[config.mk]
export PLATFORM = sky130hd
export DESIGN_NAME = bcc_burst_accum
export DESIGN_NICKNAME = d
export VERILOG_FILES = /design/src/rtl/bcc_crc_step.sv /design/src/rtl/bcc_burst_accum.sv
export SDC_FILE = /design/constraint.sdc
export NUM_CORES = 1
export LEC_CHECK = 0
export BUFFER_PORTS_ARGS = -buffer_cell sky130_fd_sc_hd__buf_2
export CORE_MARGIN = 2
export CORE_UTILIZATION = 40
export DETAILED_ROUTE_END_ITERATION = 16
export PLACE_DENSITY_LB_ADDON = 0.05
export SLEW_MARGIN = 15
export SYNTH_ARGS = -nofsm -noshare
export SYNTH_HDL_FRONTEND = slang
export SYNTH_SLANG_ARGS = --single-unit
[constraint.sdc]
create_clock -name clk -period 5.5 [get_ports clk]
set_input_delay 1.1 -clock clk [delete_from_list [all_inputs] [get_ports clk]]
set_output_delay 1.1 -clock clk [all_outputs]
set_load 0.05 [all_outputs]
[src/rtl/bcc_crc_step.sv]
// Folds one full data word into a CRC register in one combinational step.
module bcc_crc_step #(
    parameter int          W    = 16,
    parameter logic [15:0] POLY = 16'h1021
) (
    input  logic [W-1:0] crc_in,
    input  logic [W-1:0] data_in,
    output logic [W-1:0] crc_out
);
    // Chain of W single-bit stages, most significant data bit first.
    logic [W-1:0] stage [W+1];

    assign stage[0] = crc_in;

    for (genvar i = 0; i < W; i++) begin : g_bit
        logic fb;
        assign fb          = stage[i][W-1] ^ data_in[W-1-i];
        assign stage[i+1]  = {stage[i][W-2:0], 1'b0} ^ (fb ? POLY[W-1:0] : '0);
    end

    assign crc_out = stage[W];
endmodule

[src/rtl/bcc_burst_accum.sv]
// Per-burst CRC accumulator and end-of-burst comparator.
module bcc_burst_accum #(
    parameter int          W    = 16,
    parameter logic [15:0] SEED = 16'h4ABA,
    parameter logic [15:0] POLY = 16'h1021
) (
    input  logic         clk,
    input  logic         rst_n,
    input  logic         burst_start,
    input  logic         burst_end,
    input  logic         word_valid,
    input  logic [W-1:0] word_data,
    input  logic [W-1:0] host_crc,
    output logic [W-1:0] crc_o,
    output logic         closed_o,
    output logic         mismatch_o
);
    typedef struct packed {
        logic [W-1:0] crc;
    } acc_t;

    acc_t         st_d, st_q;
    logic [W-1:0] crc_next_word;

    bcc_crc_step #(.W(W), .POLY(POLY)) u_step (
        .crc_in  (st_q.crc),
        .data_in (word_data),
        .crc_out (crc_next_word)
    );

    always_comb begin
        st_d = st_q;
        if (burst_start) begin
            st_d.crc = SEED[W-1:0];
        end else if (word_valid && !burst_end) begin
            st_d.crc = crc_next_word;
        end
    end

    always_ff @(posedge clk or negedge rst_n) begin
        if (!rst_n) begin
            st_q.crc <= SEED[W-1:0];
        end else begin
            st_q <= st_d;
        end
    end

    // A burst_end that collides with burst_start is dropped: the new burst wins.
    assign closed_o   = burst_end && !burst_start;
    assign mismatch_o = closed_o && (host_crc != st_q.crc);
    assign crc_o      = st_q.crc;
endmodule

==> impl_summary.md, run 1 <==
Status
The run finished with clean final reports.

Pwr
The net switching fraction of the power is 0.473. The fraction of power consumed by the clock network is 0.071. Of the total power, registers draw 0.174. The cell internal power dissipation is 0.701 mW. IR analysis of the VDD net gives a maximum drop of 0.308 mV. The power per cell area is 727 nW/um2.

The analysis attributes to net switching a power of 0.628 mW. The combinational share of power is 0.755. The leakage component of the power is 0.844 nW.

Route
After detailed routing, the number of vias per cell comes to 4.82. Once detail routing completed, the nets flagged for antenna violations numbered 0. For this run, the detailed router's first-pass iteration total came to 4.

After detailed routing, the number of remaining DRC violations is 0. The detailed-route wire length is 3500 um. The number of violations reported at the end of detailed-routing iteration 0 is 20. The wire length per cell after detailed routing is 14.6 um. For this block, the via count after detailed routing is 1156.

CTS
The maximum buffer depth of the clock tree is 2. The hold buffer count at cts is 0. The H-tree depth is 1.

The source-to-sink clock delay at the later pin of the worst-skew pair is 0.25 ns. After clock tree synthesis, the clock-pin slew on the worst setup and hold paths is 0.07 ns. For this design, the sink count on the clock tree is 16. Gates resized during post-CTS repair numbered 0. The number of buffers inserted during clock tree synthesis is 3. TritonCTS built the clock tree. In this run the post-CTS setup repair buffer count came out at 0.

Clock tree synthesis selected as its root buffer the cell sky130_fd_sc_hd__clkbuf_8.

Global route
Entering global routing, the biggest net connects 21 pins. For this run the aggregate overflow at the end of global routing stands at 0. The number of global-route vias before repair is 1152.

The global-route usage over all layers is 0.181. The initial antenna violation count is 0. The global-route wire length before repair is 5630 um.

Finish
The antenna diode instance count is 0. Of the cells placed in the final design, the portion with a size suffix greater than 1 is 0.396. The number of flip-flops in the largest register is 16. After the last flow step, the layout net total stands at 230.

The layout-stage area growth over the synthesis result is 23.2%. The filler cells instantiated in the layout total 374.

STA
Between clock sinks in the finished design, the worst skew comes to 0.00144 ns. Derived from the worst setup path, the maximum achievable clock frequency is 0.297 GHz. Setup slack closes at 2.13 ns. Subtracting the final worst setup slack from the clock period gives 3.37 ns. The worst slew margin relative to its limit is 0.384. The share of the cycle needed by the critical path after routing is 0.613. For the pin with the worst max-slew slack, the measured transition is 0.921 ns. In the final timing run, aggregate negative setup slack is 0 ns. The number of max-slew violations in the final report is 0. The number of failing hold endpoints at the final stage is 0. Setup violations remaining at the end of the flow were counted as 0. Setup repair after global routing left no endpoint under its margin.

Job
The reported max-cap violation count is 0.

Synthesis
The cell type contributing the most total cell area after synthesis is sky130_fd_sc_hd__xnor2_1. The proportion of synthesized flip-flops having asynchronous set or reset is 1.00. By count the netlist is led by 35 x sky130_fd_sc_hd__xnor2_1, 15 x sky130_fd_sc_hd__xor2_1, 13 x sky130_fd_sc_hd__nor2_1. Synthesis produced 140 cells. The Yosys step of the flow raised 0 warnings. The most common cell in the synthesized netlist is sky130_fd_sc_hd__xnor2_1. The number of nets in the synthesized netlist is 177. After synthesis, the netlist uses 32 different library cells. The area share of the leading cell type in the synthesized netlist is 0.206. The summed instance area of the synthesized netlist is 1490 um2. Among all flip-flop cells after synthesis, the most frequent one is sky130_fd_sc_hd__dfstp_2. The number of synthesized flops with an enable pin is 0. By area the synthesized netlist is led by sky130_fd_sc_hd__xnor2_1 21%, sky130_fd_sc_hd__dfstp_2 14%, sky130_fd_sc_hd__dfrtp_1 13%. The synthesized flop and latch total is 16. Averaged over all synthesized cells, the footprint is 10.6 um2.

The part of the Yosys area used for sequential elements is 0.276.

Worst setup path
The critical path launch point type is a primary input. The data arrival time of the worst path is 2.27 ns. Walking the worst path, the cells encountered are buf_2, xor2_1, nor4_1, nand2_1, o31a_1, buf_2.

The number of buffers and inverters on the critical path is 2. The critical path data required time is 4.40 ns. The maximum single-stage delay on the critical path is 0.34 ns. The kind of cell with the highest combined delay along the critical path is simple AND/OR/NAND/NOR gates. The worst setup path is captured at a primary output. On the critical path, the stage with the largest delay is an instance of sky130_fd_sc_hd__nor4_1. The type of the worst setup path is in -> out. The most prevalent standard cell on the critical path is sky130_fd_sc_hd__buf_2. The biggest fanout along the worst timing path is 1.

Place
The HPWL reported at the end of detailed placement is 2750 um. The global placer's final weighted congestion is 0.757. The number of port buffers is 54. The worst slack at placement is 2.11 ns.

Floorplanning
The starting density of the core is 0.412. The number of placement rows is 22. The die span in y is 64.9 um. The die covers 4220 um2. The core outline area is 3610 um2. The overall die width is 64.9 um.

55 I/O pins were placed.

Worst hold path
The type of the worst min-delay path is reg -> reg.
logic make-up after synthesis:
| kind of cell | count (synthesis) | share of synthesized area |
|---|---|---|
| AOI/OAI and AO/OA | 16 | 0.0733 |
| DFF | 16 | 0.276 |
| and+or+nand+nor | 37 | 0.126 |
| buffers and inverters | 6 | 0.0211 |
| xor gates and xnor gates | 65 | 0.503 |
cell usage in the layout, fill, tap and decap left out, types with 5 or more instances in the layout:
cell type,netlist,layout
sky130_fd_sc_hd__xor2_1,15,15
sky130_fd_sc_hd__nor2_1,13,13
sky130_fd_sc_hd__dfstp_2,8,8
sky130_fd_sc_hd__dfrtp_1,8,8
sky130_fd_sc_hd__xnor2_1,35,35
sky130_fd_sc_hd__nor3_1,5,5
sky130_fd_sc_hd__xnor2_2,6,6
sky130_fd_sc_hd__xnor3_1,5,5
sky130_fd_sc_hd__buf_2,1,54
final timing paths:
path                             startpoint          to  slack, ns  cells after the start
worst max-delay path            host_crc[8]  mismatch_o       2.13                      6
worst min-delay path               crc_o[1]    crc_o[1]       0.53                      2
worst max register to register    crc_o[14]    crc_o[7]       3.14                      6
worst min register to register     crc_o[1]    crc_o[1]       0.53                      2
max in group asynchronous             rst_n   crc_o[11]       4.42                      1
min in group asynchronous             rst_n   crc_o[15]       0.76                      1
power by group through the flow:
stage          sequential, mW  clock [mW]  combinational [mW]
2_1_floorplan           0.344           0               0.734
5_1_grt                 0.240       0.103                1.09
4_1_cts                 0.232      0.0978                1.02
6_report                0.231      0.0943                1.00
3_3_place_gp            0.231           0                1.01
3_5_place_dp            0.234           0                1.01
worst register-to-register path, stage by stage (launching register included):
cell and delay, ns:
sky130_fd_sc_hd__dfstp_2 0.62, sky130_fd_sc_hd__xnor3_2 0.44, sky130_fd_sc_hd__xnor2_4 0.30, sky130_fd_sc_hd__xnor2_2 0.18, sky130_fd_sc_hd__xnor3_1 0.26, sky130_fd_sc_hd__o21ai_0 0.13
sky130_fd_sc_hd__or3b_1 0.35
cell type report:
cell class | instances | area, um2 | area share
clock buffer | 4 | 45.0 | 0.0246
multi-input combinational | 118 | 1040 | 0.570
tap | 48 | 60.1 | 0.0328
timing repair buffer | 54 | 270 | 0.148
sequential | 16 | 410 | 0.224
per-stage QoR:
step	area (um2)	utilization	hold WS, ns	power [mW]	std cells
2_1_floorplan	1490	-	0.619	1.08	140
3_3_place_gp	1780	0.495	0.512	1.24	236
3_5_place_dp	1780	0.495	0.520	1.24	236
4_1_cts	1830	0.507	0.530	1.35	240
5_1_grt	1830	0.507	0.576	1.43	240
6_report	1830	0.507	0.526	1.33	240
metal layers:
layer  vias up  track usage  part of all wire
li1        571            -                 -
met3         5       0.0278             0.043
met1       544        0.247              0.46
met5         -            0                 0
met2        36        0.291              0.48
met4         0       0.0638             0.013
Note: power is estimated with default switching activity, not from simulation.
==> run 2, diff against run 1 <==
- ABC_AREA: default -> 1
- clock period: 5.5 -> 3.4 ns (I/O delays scaled with it)
==> run 2 against run 1 <==
Compared with the run above: count of clock-buffer cells in the layout unchanged; clock power increased by 62%; synthesized area increased by 8.3%; critical path depth unchanged; sequential power rose by 77%; clock skew grew 0.00074 ns; sequential share of layout area is 1.8 points lower; cell count grew 48%; via count increased by 42%; critical path type is now reg -> out; critical endpoint unchanged; largest power group unchanged; highest routed layer unchanged.
==> impl_summary.md, run 2 <==
Global route
The overall overflow remaining after global route came to 0 (unchanged). The pin count of the biggest net entering global routing was 17 (-19%). The global-route wire length before repair is 6560 um (+16%). The initial antenna violation count is 0 (unchanged). The number of global-route vias before repair was 1468 (+27%). The global-route usage over all layers is 0.195 (+0.0139).

STA
The post-route setup TNS is 0 ns (unchanged). The worst slew margin relative to its limit is 0.743 (+0.359). Counting I/O delays and the setup requirement, the final critical path takes 2.63 ns. The number of failing hold endpoints at the final stage is 0 (unchanged).

The maximum achievable frequency is 0.381 GHz. The number of setup violations in the final report is 0 (unchanged). The number of max-slew violations in the final report is 0 (unchanged).

Setup repair after global routing left no endpoint under its margin. The transition time of the tightest slew-check pin is 0.385 ns (-0.536 ns). The worst clock skew on the final layout was 0.00218 ns (+0.000740 ns). Of the available clock period, the critical path in the final layout requires 0.773.

Place
The HPWL reported at the end of detailed placement was 3460 um (+26%). The number of port buffers is 54 (unchanged). The global placer's final weighted congestion is 0.863 (+14%). The number of placed instances with taps included is 350 (+48%).

Synthesis
The summed instance area of the synthesized netlist is 1610 um2 (+8.3%). Yosys instantiated no cell more often than sky130_fd_sc_hd__nand2_1. The gate count after technology mapping is 246 (+76%). In the post-synthesis netlist, the biggest area contributors are sky130_fd_sc_hd__nand2_1 20%, sky130_fd_sc_hd__dfstp_2 13%, sky130_fd_sc_hd__dfrtp_1 12%.

The number of synthesized flops with an enable pin is 0 (unchanged). The most used flip-flop cell after synthesis is sky130_fd_sc_hd__dfstp_2. In the synthesized netlist, the cells that appear most often are 86 x sky130_fd_sc_hd__nand2_1, 34 x sky130_fd_sc_hd__inv_1, 21 x sky130_fd_sc_hd__nand3_1.

The area share of the leading cell type in the synthesized netlist is 0.201 (-0.00578). The number of nets in the synthesized netlist came to 283 (+60%). The synthesized flop and latch total is 16 (unchanged).

The total number of yosys warnings is 0 (unchanged). The part of the Yosys area used for sequential elements is 0.255 (-0.0213). The mean instance size in the synthesized netlist was 6.54 um2 (-38%). The proportion of synthesized flip-flops having asynchronous set or reset is 1.00 (unchanged).

The count of unique library cells instantiated by Yosys is 27 (-16%). The biggest area contributor in the post-synthesis netlist is sky130_fd_sc_hd__nand2_1.

Worst setup path
The biggest fanout along the worst timing path is 5 (+4). The signal on the critical path passes through inv_1, or2_2, o2111ai_1, nor4_1, a21boi_0, buf_2. The total buffers and inverters traversed by the critical path is 2 (unchanged).

The critical path data required time is 2.72 ns (-1.68 ns). The slowest stage of the critical path is the sky130_fd_sc_hd__dfstp_2 cell. STA classifies the critical path endpoint as a primary output. The worst flop-to-flop path endpoint is crc_o[15].

In this run the critical register-to-register path is launched from crc_o[15]. The worst reg2reg path depth came to 13 (+7). The most critical setup path has its endpoint at mismatch_o. The instance count on the critical path is 6 (unchanged).

The maximum single-stage delay on the critical path was 0.57 ns (+0.23 ns). The data arrival time of the worst path is 1.95 ns (-0.32 ns). Among cell families on the critical path, the largest total delay comes from flip-flops. The critical path launch point type is a flop. The slack of the worst reg-to-reg path is 1.61 ns (-1.53 ns).

In this run the worst setup path begins at crc_o[4]. The type of the worst setup path is reg -> out.

CTS
The H-tree depth was 1 (unchanged). The source-to-sink clock delay at the later pin of the worst-skew pair is 0.25 ns (about the same). The clock tree from TritonCTS is yes. The number of buffers inserted during clock tree synthesis was 3 (unchanged). The maximum buffer depth of the clock tree was 2 (unchanged).

The clock sink count is 16 (unchanged). The hold buffer count at cts is 0 (unchanged). The total setup buffers inserted after CTS is 0 (unchanged). The cell sitting at the root of the clock tree is a sky130_fd_sc_hd__clkbuf_8. The clock edge transition at the registers on the reported setup and hold paths was 0.07 ns (about the same). The number of instances resized during post-cts repair came to 0 (unchanged).

Floorplanning
The number of placement rows is 23 (+4.5%). The die span in y is 67.4 um (+3.8%). The core outline area is 3940 um2 (+9.3%). The number of top-level pins is 55 (unchanged). The starting density of the core is 0.408 (-0.00374). The total die area is 4550 um2 (+7.8%). The overall die width is 67.4 um (+3.8%).

Route
The remaining antenna violation count after routing is 0 (unchanged). The wire length per cell after detailed routing is 12.0 um (-18%). The number of violations reported at the end of detailed-routing iteration 0 is 36 (+80%). The via density per instance is 4.65 (-3.4%). The first-pass iteration count of the detailed router was 4 (unchanged). The via count is 1647 (+42%). The remaining routing DRC violations came to 0 (unchanged). The detailed-route wire length is 4230 um (+21%).

Finish
The number of nets in the layout is 342 (+49%). In the layout the commonest cells are 86 x sky130_fd_sc_hd__nand2_1, 54 x sky130_fd_sc_hd__buf_2, 34 x sky130_fd_sc_hd__inv_1. The share of the core filled with cells is 0.505 (-0.00237).

The number of flip-flops in the largest register is 16 (unchanged). The fraction of layout instances using a drive strength above 1 was 0.303 (-0.0932). The layout-stage area growth over the synthesis result is 23.7%. The commonest non-fill, non-tap cell in the layout is sky130_fd_sc_hd__nand2_1. The final non-filler cell total is 354 (+48%). The antenna diode instance count is 0 (unchanged).

Pwr
The leakage component of the power was 1.10 nW (+31%). The power per cell area came to 1010 nW/um2 (+38%). The highest ir drop seen on vdd was 0.473 mV (+54%).

Job
The reported max-cap violation count came to 0 (unchanged).

Status
The run finished with clean final reports.

Worst hold path
The tightest min-delay check is of the in -> async type.
run 2: how the worst min path moves through the flow:
stage,from,end,cells past startpoint
after global placement,crc_o[8],crc_o[8],2
after CTS,rst_n,crc_o[10],1
after detailed placement,crc_o[8],crc_o[8],2
after floorplan,rst_n,crc_o[0],0
final,rst_n,crc_o[10],1
after global routing,rst_n,crc_o[10],1
run 2: cell families (layout without fill, tap and decap cells):
| logic type | after synthesis | after routing | share of synthesized area |
|---|---|---|---|
| compound gates | 16 | 16 | 0.0607 |
| flops | 16 | 16 | 0.255 |
| xor+xnor | 32 | 32 | 0.188 |
| simple gates | 144 | 144 | 0.405 |
| buf+inv | 38 | 96 | 0.0910 |
run 2: power breakdown:
| part | internal, mW | switching, mW | total (mW) |
|---|---|---|---|
| clock | 0.0830 | 0.0703 | 0.153 |
| sequential | 0.298 | 0.111 | 0.409 |
| combinational | 0.475 | 0.966 | 1.44 |
| total | 0.855 | 1.15 | 2.00 |
run 2: metrics by stage:
step / instance area (um2) / power, mW / hold slack, ns / worst slack [ns]
after detailed placement: 1950 / 1.85 / 0.527 / 0.863
after floorplan: 1610 / 1.55 / 0.384 / 0.103
final: 1990 / 2.00 / 0.342 / 0.773
after global placement: 1950 / 1.85 / 0.526 / 0.862
after global routing: 1990 / 2.20 / 0.366 / 0.737
after CTS: 1990 / 2.02 / 0.357 / 0.747
run 2: metal layers:
metal / track usage / part of all wire / up-vias
li1: - / - / 878
met1: 0.249 / 0.47 / 736
met2: 0.342 / 0.49 / 29
met3: 0.0233 / 0.028 / 4
met4: 0.0612 / 0.011 / 0
met5: 0 / 0 / -
run 2: layout make-up:
| cell class | count | area (um2) |
|---|---|---|
| clock buffer | 4 | 45.0 |
| fill | 430 | 1950 |
| inverter | 36 | 135 |
| multi-input combinational | 192 | 1050 |
| sequential | 16 | 410 |
| tap | 50 | 62.6 |
| timing repair buffer | 56 | 285 |
==> run 3, diff against run 2 <==
- ABC_AREA: 1 -> 0
- clock period: 3.4 -> 2.41 ns (I/O delays scaled with it)
==> run 3 against run 2 <==
Compared with the run above: power rose by 59%; non-clock buffer count rose by 4; critical endpoint unchanged; core utilization rose by 1.8 points; critical path depth fell by 1; via count fell by 27%; largest cell class unchanged; highest routed layer unchanged; largest power group unchanged.
==> impl_summary.md, run 3 (same netlist as run 1, synthesis figures left out) <==
Status
The run finished with clean final reports.

Global route
The overall overflow remaining after global route is 0 (unchanged). The initial antenna violation count is 0 (unchanged). The pin count of the biggest net entering global routing came to 21 (+4). The global-route usage over all layers came to 0.191 (-0.00348). The number of global-route vias before repair was 1233 (-16%). The global-route wire length before repair is 6000 um (-8.5%).

Worst hold path
The type of the worst min-delay path is in -> async.

Route
The number of violations reported at the end of detailed-routing iteration 0 is 30 (-17%). The wire length per cell after detailed routing is 15.0 um (+25%). The via count is 1199 (-27%). The remaining antenna violation count after routing was 0 (unchanged).

The remaining routing DRC violations was 0 (unchanged). The detailed-route wire length is 3690 um (-13%). The via density per instance is 4.87 (+4.8%).

The first-pass iteration count of the detailed router is 4 (unchanged).

Floorplanning
The core outline area is 3610 um2 (-8.5%). The starting density of the core is 0.412 (+0.00374). The number of placement rows was 22 (-4.3%). The die span in y is 64.9 um (-3.7%). The overall die width came to 64.9 um (-3.7%). The total die area came to 4220 um2 (-7.2%). The number of top-level pins came to 55 (unchanged).

Finish
The register cell area after layout is 412 um2 (+0.30%). The area growth from synthesis to layout is 26.9%. The total non-filler cell area in the finished layout was 1880 um2 (-5.3%). The commonest non-fill, non-tap cell in the layout is sky130_fd_sc_hd__buf_2.

The number of flip-flops in the largest register came to 16 (unchanged). The antenna diode instance count came to 0 (unchanged). The number of fill cells in the layout is 341 (-21%). The area occupied by multi-input gates is 1050 um2 (unchanged). The number of nets in the layout came to 236 (-31%). The library cells used most frequently in the layout, excluding fill and tap cells, are 54 x sky130_fd_sc_hd__buf_2, 35 x sky130_fd_sc_hd__xnor2_1, 15 x sky130_fd_sc_hd__xor2_1. The fraction of layout instances using a drive strength above 1 is 0.429 (+0.127).

STA
The post-route worst setup slack is 0.0865 ns (-0.686 ns). Setup repair after global routing left no endpoint under its margin. For this run, the top clock speed supported by timing is 0.430 GHz. The post-route setup TNS is 0 ns (unchanged). The number of setup violations in the final report is 0 (unchanged). The worst clock skew on the final layout is 0.00144 ns (-0.000739 ns).

The number of failing hold endpoints at the final stage is 0 (unchanged). The transition time of the tightest slew-check pin came to 0.746 ns (+0.361 ns). The number of max-slew violations in the final report was 0 (unchanged). The worst slew margin relative to its limit is 0.502 (-0.241). The post-layout minimum cycle time is 2.32 ns. The share of the cycle needed by the critical path after routing is 0.964. The final hold slack is 0.141 ns (-0.200 ns).

Place
The worst slack at placement is 0.0575 ns (-0.805 ns). The global placer's final weighted congestion is 0.739 (-14%). The number of port buffers is 54 (unchanged). The HPWL reported at the end of detailed placement is 2940 um (-15%). The post-detailed-placement cell area is 1830 um2 (-6.2%).

Pwr
The leakage component of the power is 0.868 nW (-21%). The power per cell area is 1690 nW/um2 (+68%). The sum of internal, switching and leakage power is 3.19 mW (+59%). The highest ir drop seen on vdd came to 1.01 mV (+110%).

Worst setup path
The most critical setup path has its endpoint at mismatch_o. The data arrival time of the worst path came to 1.84 ns (-0.11 ns). The maximum single-stage delay on the critical path was 0.58 ns (about the same).

The endpoint identified for the worst register-to-register timing path is crc_o[7]. The biggest fanout along the worst timing path is 4 (-1). The worst setup path is launched from a flop. The type of the worst setup path is reg -> out. The slowest cell on the critical path is sky130_fd_sc_hd__dfstp_2. The critical path data required time is 1.93 ns (-0.79 ns).

The worst reg2reg path depth is 6 (-7). The startpoint identified for the worst register-to-register timing path is crc_o[14]. The most critical setup path has its startpoint at crc_o[11]. The slack of the worst reg-to-reg path is 0.18 ns (-1.43 ns). Traced cell by cell, the critical path runs through xor2_1, nor4_1, nand2_1, o31a_1, buf_2. The worst setup path is captured at a primary output.

CTS
The maximum buffer depth of the clock tree is 2 (unchanged). The cell at the root of the clock tree is sky130_fd_sc_hd__clkbuf_8. The clock edge transition at the registers on the reported setup and hold paths is 0.07 ns (about the same). TritonCTS built the clock tree. The number of buffers inserted during clock tree synthesis is 3 (unchanged). The clock sink count was 16 (unchanged). The source-to-sink clock delay at the later pin of the worst-skew pair was 0.25 ns (about the same). The H-tree depth came to 1 (unchanged).

Job
The reported max-cap violation count came to 0 (unchanged).
[run 3: changes by cell type in the layout (fill, tap and decap cells not counted), moves of 5 or more]
| cell | previous run | this run |
|---|---|---|
| sky130_fd_sc_hd__nand2_1 | 86 | 4 |
| sky130_fd_sc_hd__inv_1 | 34 | 0 |
| sky130_fd_sc_hd__nand3_1 | 21 | 0 |
| sky130_fd_sc_hd__xnor2_1 | 18 | 35 |
| sky130_fd_sc_hd__nand2_2 | 11 | 0 |
| sky130_fd_sc_hd__or2_2 | 8 | 0 |
| sky130_fd_sc_hd__nor2_1 | 7 | 13 |
| sky130_fd_sc_hd__xnor2_2 | 1 | 6 |
| sky130_fd_sc_hd__xnor3_1 | 0 | 5 |
[run 3: layout make-up]
class / count / share of cell area
tap: 48 / 0.0319
timing repair buffer: 60 / 0.167
clock buffer: 4 / 0.0239
multi-input combinational: 118 / 0.558
sequential: 16 / 0.218
[run 3: metrics by stage]
step | utilization | cells
floorplan | - | 140
global placement | 0.506 | 241
detailed placement | 0.506 | 241
CTS | 0.520 | 245
global route | 0.523 | 246
finish | 0.523 | 246
[run 3: critical path: cells and delay by family (launching register included)]
| family | cells | cell delay (ns) |
|---|---|---|
| compound gates | 1 | 0.25 |
| flops | 1 | 0.58 |
| xor+xnor | 1 | 0.09 |
| buf+inv | 1 | 0.21 |
| simple gates | 2 | 0.46 |
[run 3: power breakdown]
part | internal, mW | switching (mW)
logic | 1.19 | 1.27
clock network | 0.118 | 0.102
registers | 0.383 | 0.129
total | 1.69 | 1.50
[run 3: worst min path at each step]
| stage | slack (ns) | end | cells after the start | startpoint |
|---|---|---|---|---|
| floorplan | 0.19 | crc_o[0] | 0 | rst_n |
| global placement | 0.43 | crc_o[8] | 1 | rst_n |
| detailed placement | 0.43 | crc_o[8] | 1 | rst_n |
| CTS | 0.15 | crc_o[8] | 1 | rst_n |
| global route | 0.16 | crc_o[2] | 1 | rst_n |
| finish | 0.14 | crc_o[8] | 1 | rst_n |
[run 3: layer usage]
metal  GRT usage  part of all wire
met5           0                 0
met4      0.0718            0.0062
met2       0.325              0.50
met1       0.245              0.44
met3      0.0295             0.056
[run 3: repair_timing]
item	CTS	global route
endpoints found under the hold margin	0	0
setup buffers	0	1
resized for setup	1	0
setup endpoints to repair	1	1
pin swaps	0	1
hold buffers	0	0
